==> config.mk <==
export PLATFORM = sky130hd
export DESIGN_NAME = xst_seq
export DESIGN_NICKNAME = d
export VERILOG_FILES = /design/src/rtl/xst_pkg.sv /design/src/rtl/xst_ea_calc.sv /design/src/rtl/xst_sext.sv /design/src/rtl/xst_seq.sv
export SDC_FILE = /design/constraint.sdc
export NUM_CORES = 1
export LEC_CHECK = 0
export ABC_CLOCK_PERIOD_IN_PS = 3200
export BUFFER_PORTS_ARGS = -buffer_cell sky130_fd_sc_hd__buf_2
export CORE_ASPECT_RATIO = 1.25
export CORE_MARGIN = 1
export CORE_UTILIZATION = 55
export CTS_CLUSTER_SIZE = 8
export DETAILED_ROUTE_END_ITERATION = 16
export GPL_TIMING_DRIVEN = 0
export PLACE_DENSITY_LB_ADDON = 0.1
export SKIP_LAST_GASP = 1
export SLEW_MARGIN = 20
export SYNTH_ARGS = -nofsm -noshare
export SYNTH_HDL_FRONTEND = slang
export SYNTH_SLANG_ARGS = --single-unit
==> constraint.sdc <==
create_clock -name clk -period 3.2 [get_ports clk]
set_input_delay 0 -clock clk [delete_from_list [all_inputs] [get_ports clk]]
set_output_delay 0 -clock clk [all_outputs]
set_load 0.005 [all_outputs]
==> src/rtl/xst_pkg.sv <==
package xst_pkg;
  localparam logic [7:0] OPC_STW_IND = 8'h1C;
  localparam logic [7:0] OPC_STW_IDX = 8'h1D;
  localparam logic [7:0] OPC_STB_IND = 8'h1E;
  localparam logic [7:0] OPC_STB_IDX = 8'h1F;
  localparam logic [7:0] OPC_SEXT    = 8'h06;

  typedef enum logic [3:0] {
    SQ_OPC,   // waiting for an opcode byte
    SQ_AREG,  // address register number
    SQ_DISP,  // displacement bytes, low first
    SQ_SREG,  // source register number
    SQ_XREG,  // sign-extend register number
    SQ_BASE,  // address register on read port, form address
    SQ_SRC,   // source register on read port, launch write
    SQ_WAIT,  // write pending
    SQ_XRD    // sign-extend write-back
  } sq_state_e;
endpackage

==> src/rtl/xst_ea_calc.sv <==
module xst_ea_calc #(
  parameter int ADDR_W   = 24,
  parameter int NARROW_W = 20
) (
  input  logic [ADDR_W-1:0] base,
  input  logic [ADDR_W-1:0] disp,
  input  logic              use_disp,
  input  logic              narrow,
  output logic [ADDR_W-1:0] ea,
  output logic              out_of_range
);
  logic [ADDR_W-1:0] offs;
  logic [ADDR_W-1:0] wide_sum;

  assign offs     = use_disp ? disp : '0;
  assign wide_sum = base + offs;

  generate
    if (NARROW_W < ADDR_W) begin : g_narrow
      logic [NARROW_W-1:0]       nsum;
      logic [ADDR_W-NARROW_W:0]  hi;
      logic                      fits;
      assign nsum = base[NARROW_W-1:0] + offs[NARROW_W-1:0];
      assign hi   = disp[ADDR_W-1:NARROW_W-1];
      assign fits = (&hi) | ~(|hi);
      assign ea   = narrow ? {{(ADDR_W-NARROW_W){1'b0}}, nsum} : wide_sum;
      assign out_of_range = narrow & use_disp & ~fits;
    end else begin : g_wide_only
      logic unused_narrow;
      assign unused_narrow = narrow;
      assign ea            = wide_sum;
      assign out_of_range  = 1'b0;
    end
  endgenerate
endmodule

==> src/rtl/xst_sext.sv <==
module xst_sext #(
  parameter int DATA_W = 32
) (
  input  logic [DATA_W-1:0] val,
  output logic [DATA_W-1:0] res,
  output logic              is_zero,
  output logic              is_neg
);
  localparam int HALF = DATA_W / 2;

  logic unused_hi;
  assign unused_hi = ^val[DATA_W-1:HALF];

  assign res     = {{HALF{val[HALF-1]}}, val[HALF-1:0]};
  assign is_zero = (res == '0);
  assign is_neg  = res[DATA_W-1];
endmodule

==> src/rtl/xst_seq.sv <==
module xst_seq
  import xst_pkg::*;
#(
  parameter int ADDR_W   = 24,
  parameter int NARROW_W = 20,
  parameter int DATA_W   = 32,
  parameter int RA_W     = 8
) (
  input  logic                  clk,
  input  logic                  rst,
  input  logic                  addr20_en,
  input  logic                  in_valid,
  input  logic [7:0]            in_data,
  output logic                  in_ready,
  output logic [RA_W-1:0]       rf_rd_addr,
  input  logic [DATA_W-1:0]     rf_rd_data,
  output logic                  rf_wr_en,
  output logic [RA_W-1:0]       rf_wr_addr,
  output logic [DATA_W-1:0]     rf_wr_data,
  output logic                  mem_wr_valid,
  input  logic                  mem_wr_ready,
  output logic [ADDR_W-1:0]     mem_wr_addr,
  output logic [DATA_W/2-1:0]   mem_wr_data,
  output logic [DATA_W/16-1:0]  mem_wr_strb,
  output logic                  range_err,
  output logic                  illegal_op,
  output logic                  flag_z,
  output logic                  flag_n,
  output logic                  flag_c,
  output logic                  flag_v,
  output logic                  flag_vt,
  output logic                  flag_st
);
  localparam int WORD_W     = DATA_W / 2;
  localparam int SB_W       = WORD_W / 8;
  localparam int DISP_BYTES = ADDR_W / 8;
  localparam int CW         = $clog2(DISP_BYTES + 1);

  sq_state_e         state;
  logic              is_word, is_idx;
  logic [RA_W-1:0]   areg, sreg;
  logic [ADDR_W-1:0] disp_q, ea_q, ea_nxt;
  logic [CW-1:0]     dcnt;
  logic              oor;
  logic [DATA_W-1:0] sx_res;
  logic              sx_zero, sx_neg;
  logic              take;
  logic              unused_rd;

  assign unused_rd = ^rf_rd_data[DATA_W-1:ADDR_W];

  assign in_ready = (state == SQ_OPC) || (state == SQ_AREG) || (state == SQ_DISP) ||
                    (state == SQ_SREG) || (state == SQ_XREG);
  assign take     = in_valid & in_ready;

  xst_ea_calc #(.ADDR_W(ADDR_W), .NARROW_W(NARROW_W)) u_ea (
    .base         (rf_rd_data[ADDR_W-1:0]),
    .disp         (disp_q),
    .use_disp     (is_idx),
    .narrow       (addr20_en),
    .ea           (ea_nxt),
    .out_of_range (oor)
  );

  xst_sext #(.DATA_W(DATA_W)) u_sx (
    .val     (rf_rd_data),
    .res     (sx_res),
    .is_zero (sx_zero),
    .is_neg  (sx_neg)
  );

  always_ff @(posedge clk) begin
    if (rst) begin
      state        <= SQ_OPC;
      is_word      <= 1'b0;
      is_idx       <= 1'b0;
      areg         <= '0;
      sreg         <= '0;
      disp_q       <= '0;
      ea_q         <= '0;
      dcnt         <= '0;
      rf_rd_addr   <= '0;
      rf_wr_en     <= 1'b0;
      rf_wr_addr   <= '0;
      rf_wr_data   <= '0;
      mem_wr_valid <= 1'b0;
      mem_wr_addr  <= '0;
      mem_wr_data  <= '0;
      mem_wr_strb  <= '0;
      range_err    <= 1'b0;
      illegal_op   <= 1'b0;
      flag_z       <= 1'b0;
      flag_n       <= 1'b0;
      flag_c       <= 1'b0;
      flag_v       <= 1'b0;
      flag_vt      <= 1'b0;
      flag_st      <= 1'b0;
    end else begin
      rf_wr_en   <= 1'b0;
      range_err  <= 1'b0;
      illegal_op <= 1'b0;
      case (state)
        SQ_OPC: if (take) begin
          is_word <= ~in_data[1];
          is_idx  <= in_data[0];
          if (in_data == OPC_STW_IND || in_data == OPC_STW_IDX ||
              in_data == OPC_STB_IND || in_data == OPC_STB_IDX)
            state <= SQ_AREG;
          else if (in_data == OPC_SEXT)
            state <= SQ_XREG;
          else
            illegal_op <= 1'b1;
        end
        SQ_AREG: if (take) begin
          areg   <= in_data[RA_W-1:0];
          dcnt   <= '0;
          disp_q <= '0;
          state  <= is_idx ? SQ_DISP : SQ_SREG;
        end
        SQ_DISP: if (take) begin
          disp_q <= {in_data, disp_q[ADDR_W-1:8]};
          dcnt   <= dcnt + 1'b1;
          if (dcnt == CW'(DISP_BYTES - 1)) state <= SQ_SREG;
        end
        SQ_SREG: if (take) begin
          sreg       <= in_data[RA_W-1:0];
          rf_rd_addr <= areg;
          state      <= SQ_BASE;
        end
        SQ_BASE: begin
          if (oor) begin
            range_err <= 1'b1;
            state     <= SQ_OPC;
          end else begin
            ea_q       <= ea_nxt;
            rf_rd_addr <= sreg;
            state      <= SQ_SRC;
          end
        end
        SQ_SRC: begin
          mem_wr_valid <= 1'b1;
          mem_wr_addr  <= ea_q;
          mem_wr_data  <= is_word ? rf_rd_data[WORD_W-1:0]
                                  : {{(WORD_W-8){1'b0}}, rf_rd_data[7:0]};
          mem_wr_strb  <= is_word ? {SB_W{1'b1}} : {{(SB_W-1){1'b0}}, 1'b1};
          state        <= SQ_WAIT;
        end
        SQ_WAIT: if (mem_wr_ready) begin
          mem_wr_valid <= 1'b0;
          state        <= SQ_OPC;
        end
        SQ_XREG: if (take) begin
          rf_rd_addr <= in_data[RA_W-1:0];
          state      <= SQ_XRD;
        end
        SQ_XRD: begin
          rf_wr_en   <= 1'b1;
          rf_wr_addr <= rf_rd_addr;
          rf_wr_data <= sx_res;
          flag_z     <= sx_zero;
          flag_n     <= sx_neg;
          flag_c     <= 1'b0;
          flag_v     <= 1'b0;
          state      <= SQ_OPC;
        end
        default: state <= SQ_OPC;
      endcase
    end
  end
endmodule

==> results.json <==
{
  "holdWs_ns": 0.01147,
  "cts_root_buffer": "clkbuf_16",
  "yosysMostFrequentCell": "nand2_1",
  "synth_top_cell_by_area": "dfxtp_1",
  "status": "finished, final reports clean",
  "clock_sinks": 151,
  "setup.worst_path.start": "is_idx",
  "place_congestion": 0.8952,
  "grt_pass1_wl_um": 32200,
  "async_flop_share": 0,
  "first_iter_violations": 469,
  "netlist_instances": 896,
  "hold_violations": 0,
  "cts_tree": "yes",
  "htree_levels": 4,
  "die_w_um": 104.3,
  "area_delta_synth_final_pct": 24.87,
  "ios": 146,
  "r2r_cells": 11,
  "antenna_left": 0,
  "io_buffers": 133,
  "synthesis.area_um2": 7194,
  "max-slew-margin-rel": 0.3538,
  "fin_util": 0.7063,
  "clock_latency_ns": 0.43,
  "ys_ff_latch": 151,
  "netlist_top_cells_area": "dfxtp_1 (42%), nand2_1 (8.5%), a21oi_1 (8.1%), nor2_1 (4.9%), mux2i_1 (4.3%)",
  "cp_max_fo": 10,
  "required_ns": 3.55,
  "dieArea_um2": 13540,
  "ys_types": 63,
  "final-setup-viol-count": 0,
  "hpwlAfterDp_um": 15010,
  "routedWlPerCell_um": 16.50,
  "rsz0062_at_grt": "false",
  "layout-drive-gt1-share": 0.1899,
  "period_share": 0.9353,
  "r2r-end": "ea_q[16]",
  "avgSynthCellArea_um2": 8.029,
  "power_per_cell_area_nw_per_um2": 461.7,
  "diodes": 0,
  "cts_setup_buffers": 0,
  "cp-end-kind": "flop",
  "cts_made_buffers": 17,
  "max_freq_mhz": 334.1,
  "grt_pass1_vias": 6350,
  "ys.warnings.count": 0,
  "maxCapViolCount": 0,
  "worst_pin_slew_ns": 0.9672,
  "p_leak_nw": 3.740,
  "path_class": "reg2reg",
  "clockBufferDepth": 2,
  "r2r_start": "is_idx",
  "antenna_found_initial": 0,
  "synth.yosys.seq_area_share": 0.4202,
  "core_area_um2": 12720,
  "fin_nets": 1147,
  "gr-total-overflow": 0,
  "fp-row-count": 46,
  "synth_ff_type": "dfxtp_1",
  "drc": 0,
  "fillers": 1078,
  "crit_arrival_ns": 3.34,
  "grt_use_total": 0.3039,
  "synth_common_cells": "nand2_1 (162), dfxtp_1 (151), a21oi_1 (117)",
  "slew_viol_final": 0,
  "critPathCapture": "ea_q[16]",
  "cp-start-kind": "flop",
  "ff2ff_setup_slack_ns": 0.21,
  "grt_max_degree": 20,
  "die_y_um": 129.9,
  "period_needed_ns": 2.993,
  "synth_top_area_share": 0.4202,
  "start_util": 0.5656,
  "vdd_drop_max_uv": 459.5,
  "drt-total-wl_um": 20750,
  "vias_per_cell": 5.559,
  "synth_edf_count": 0,
  "clkTransAtPathRegs_ns": 0.07,
  "route.vias.total": 6993,
  "min_path_type": "in2reg",
  "drt_pass1_iterations": 6,
  "fin_skew_ns": 0.01073
}
## how the worst min path moves through the flow
stage                endpoint  depth (start not counted)  slack [ns]           from
6_report         mem_wr_valid                          4        0.01   mem_wr_ready
2_1_floorplan  mem_wr_data[0]                          2        0.14  rf_rd_data[0]
4_1_cts          mem_wr_valid                          4       0.002   mem_wr_ready
5_1_grt          mem_wr_valid                          4        0.03   mem_wr_ready
3_3_place_gp   mem_wr_data[2]                          3        0.29  rf_rd_data[2]
3_5_place_dp   mem_wr_data[2]                          3        0.30  rf_rd_data[2]
## metal layers
metal  global-route usage  vias to the layer above  wire length, µm
met2               0.5481                      260            10420
met4               0.1605                        0              826
met1               0.3392                     3216             8424
met3              0.06244                       67             1078
li1                     -                     3450                -
met5                    0                        -                0
## state kept, by name (all words and copies together), names as in the netlist, 8 cells and up
signal	count
sreg	8
areg	8
ea_q	24
disp_q	24
rf_wr_addr	8
mem_wr_data	16
rf_wr_data	16
mem_wr_addr	24
rf_rd_addr	8
## stage by stage
| stage | cell area [µm²] | instances | TNS (ns) | worst slack [ns] | power (mW) |
|---|---|---|---|---|---|
| finish | 8984 | 1258 | 0 | 0.2069 | 4.148 |
| global route | 8984 | 1258 | 0 | 0.03241 | 4.248 |
| floorplan | 7206 | 899 | 0 | 0.3468 | 2.032 |
| global placement | 8082 | 1200 | -0.2063 | -0.1134 | 2.122 |
| CTS | 8975 | 1258 | 0 | 0.02937 | 4.149 |
| detailed placement | 8087 | 1200 | -0.2968 | -0.1437 | 2.122 |
## worst max-delay path: stages (launching register included)
cell,delay (ns)
dfxtp_2,0.38
clkbuf_2,0.18
and2_1,0.18
ha_1,0.22
fa_1,0.45
a211oi_2,0.23
nor2_1,0.13
o41ai_2,0.38
o311ai_2,0.18
nand2b_1,0.12
mux2_2,0.33
o22ai_1,0.12
## repair_timing
item                       CTS  global route
hold endpoints to repair    60             0
setup endpoints to repair    3             7
hold buffers                27             0
cloned                       0             0
resized for setup            2             7
## report_power, final
| group | internal, mW | total, mW | switching [mW] | leakage, nW |
|---|---|---|---|---|
| clock network | 1.12 | 2.04 | 0.918 | 0.287 |
| registers | 1.88 | 1.88 | 0.00301 | 1.22 |
| logic | 0.0818 | 0.227 | 0.145 | 2.24 |
## area by class of cell
type                    count  area (µm²)  share of cell area
inverters                   8       30.03            0.003343
flip-flops and latches    151        3024              0.3366
clock buffers              17       425.4             0.04735
repair buffers            160       935.9              0.1042
plain buffers              75       372.9             0.04150
multi-input cells         664        3804              0.4234
well taps                 168       210.2             0.02340
clock inverters            15       181.4             0.02019
## kinds of logic after synthesis
kind of cell / Yosys count / share of synthesized area
and+or+nand+nor: 375 / 0.2377
AOI/OAI and AO/OA: 211 / 0.1751
DFF: 151 / 0.4202
buffers and inverters: 84 / 0.05617
muxes: 33 / 0.04626
adders and majority gates: 25 / 0.04452
xor gates and xnor gates: 16 / 0.01948
other: 1 / 0.0005212
## layout by cell type (no fill, tap or decap), drive strengths merged, types with 3 or more instances in the layout
master and instances:
dfxtp 151, a22oi 25, nand3 31, o22a 3, nor3 14, inv 15, nand4 4, nand2 162
buf 157, nor4 6, and3 5, clkinvlp 3, nor2 94, nand3b 3, clkinv 4, dlygate4sd3 27
ha 24, o21a 5, conb 4, xnor2 9, clkbuf 68, o21bai 5, nor4b 4, a21o 4
nor2b 4, or4 4, o21ai 21, a21oi 118, mux2i 31, a211oi 5, and2 25, xor2 7
nand2b 5, a31oi 6, or3 6
Power figures use the tool's default switching activity.
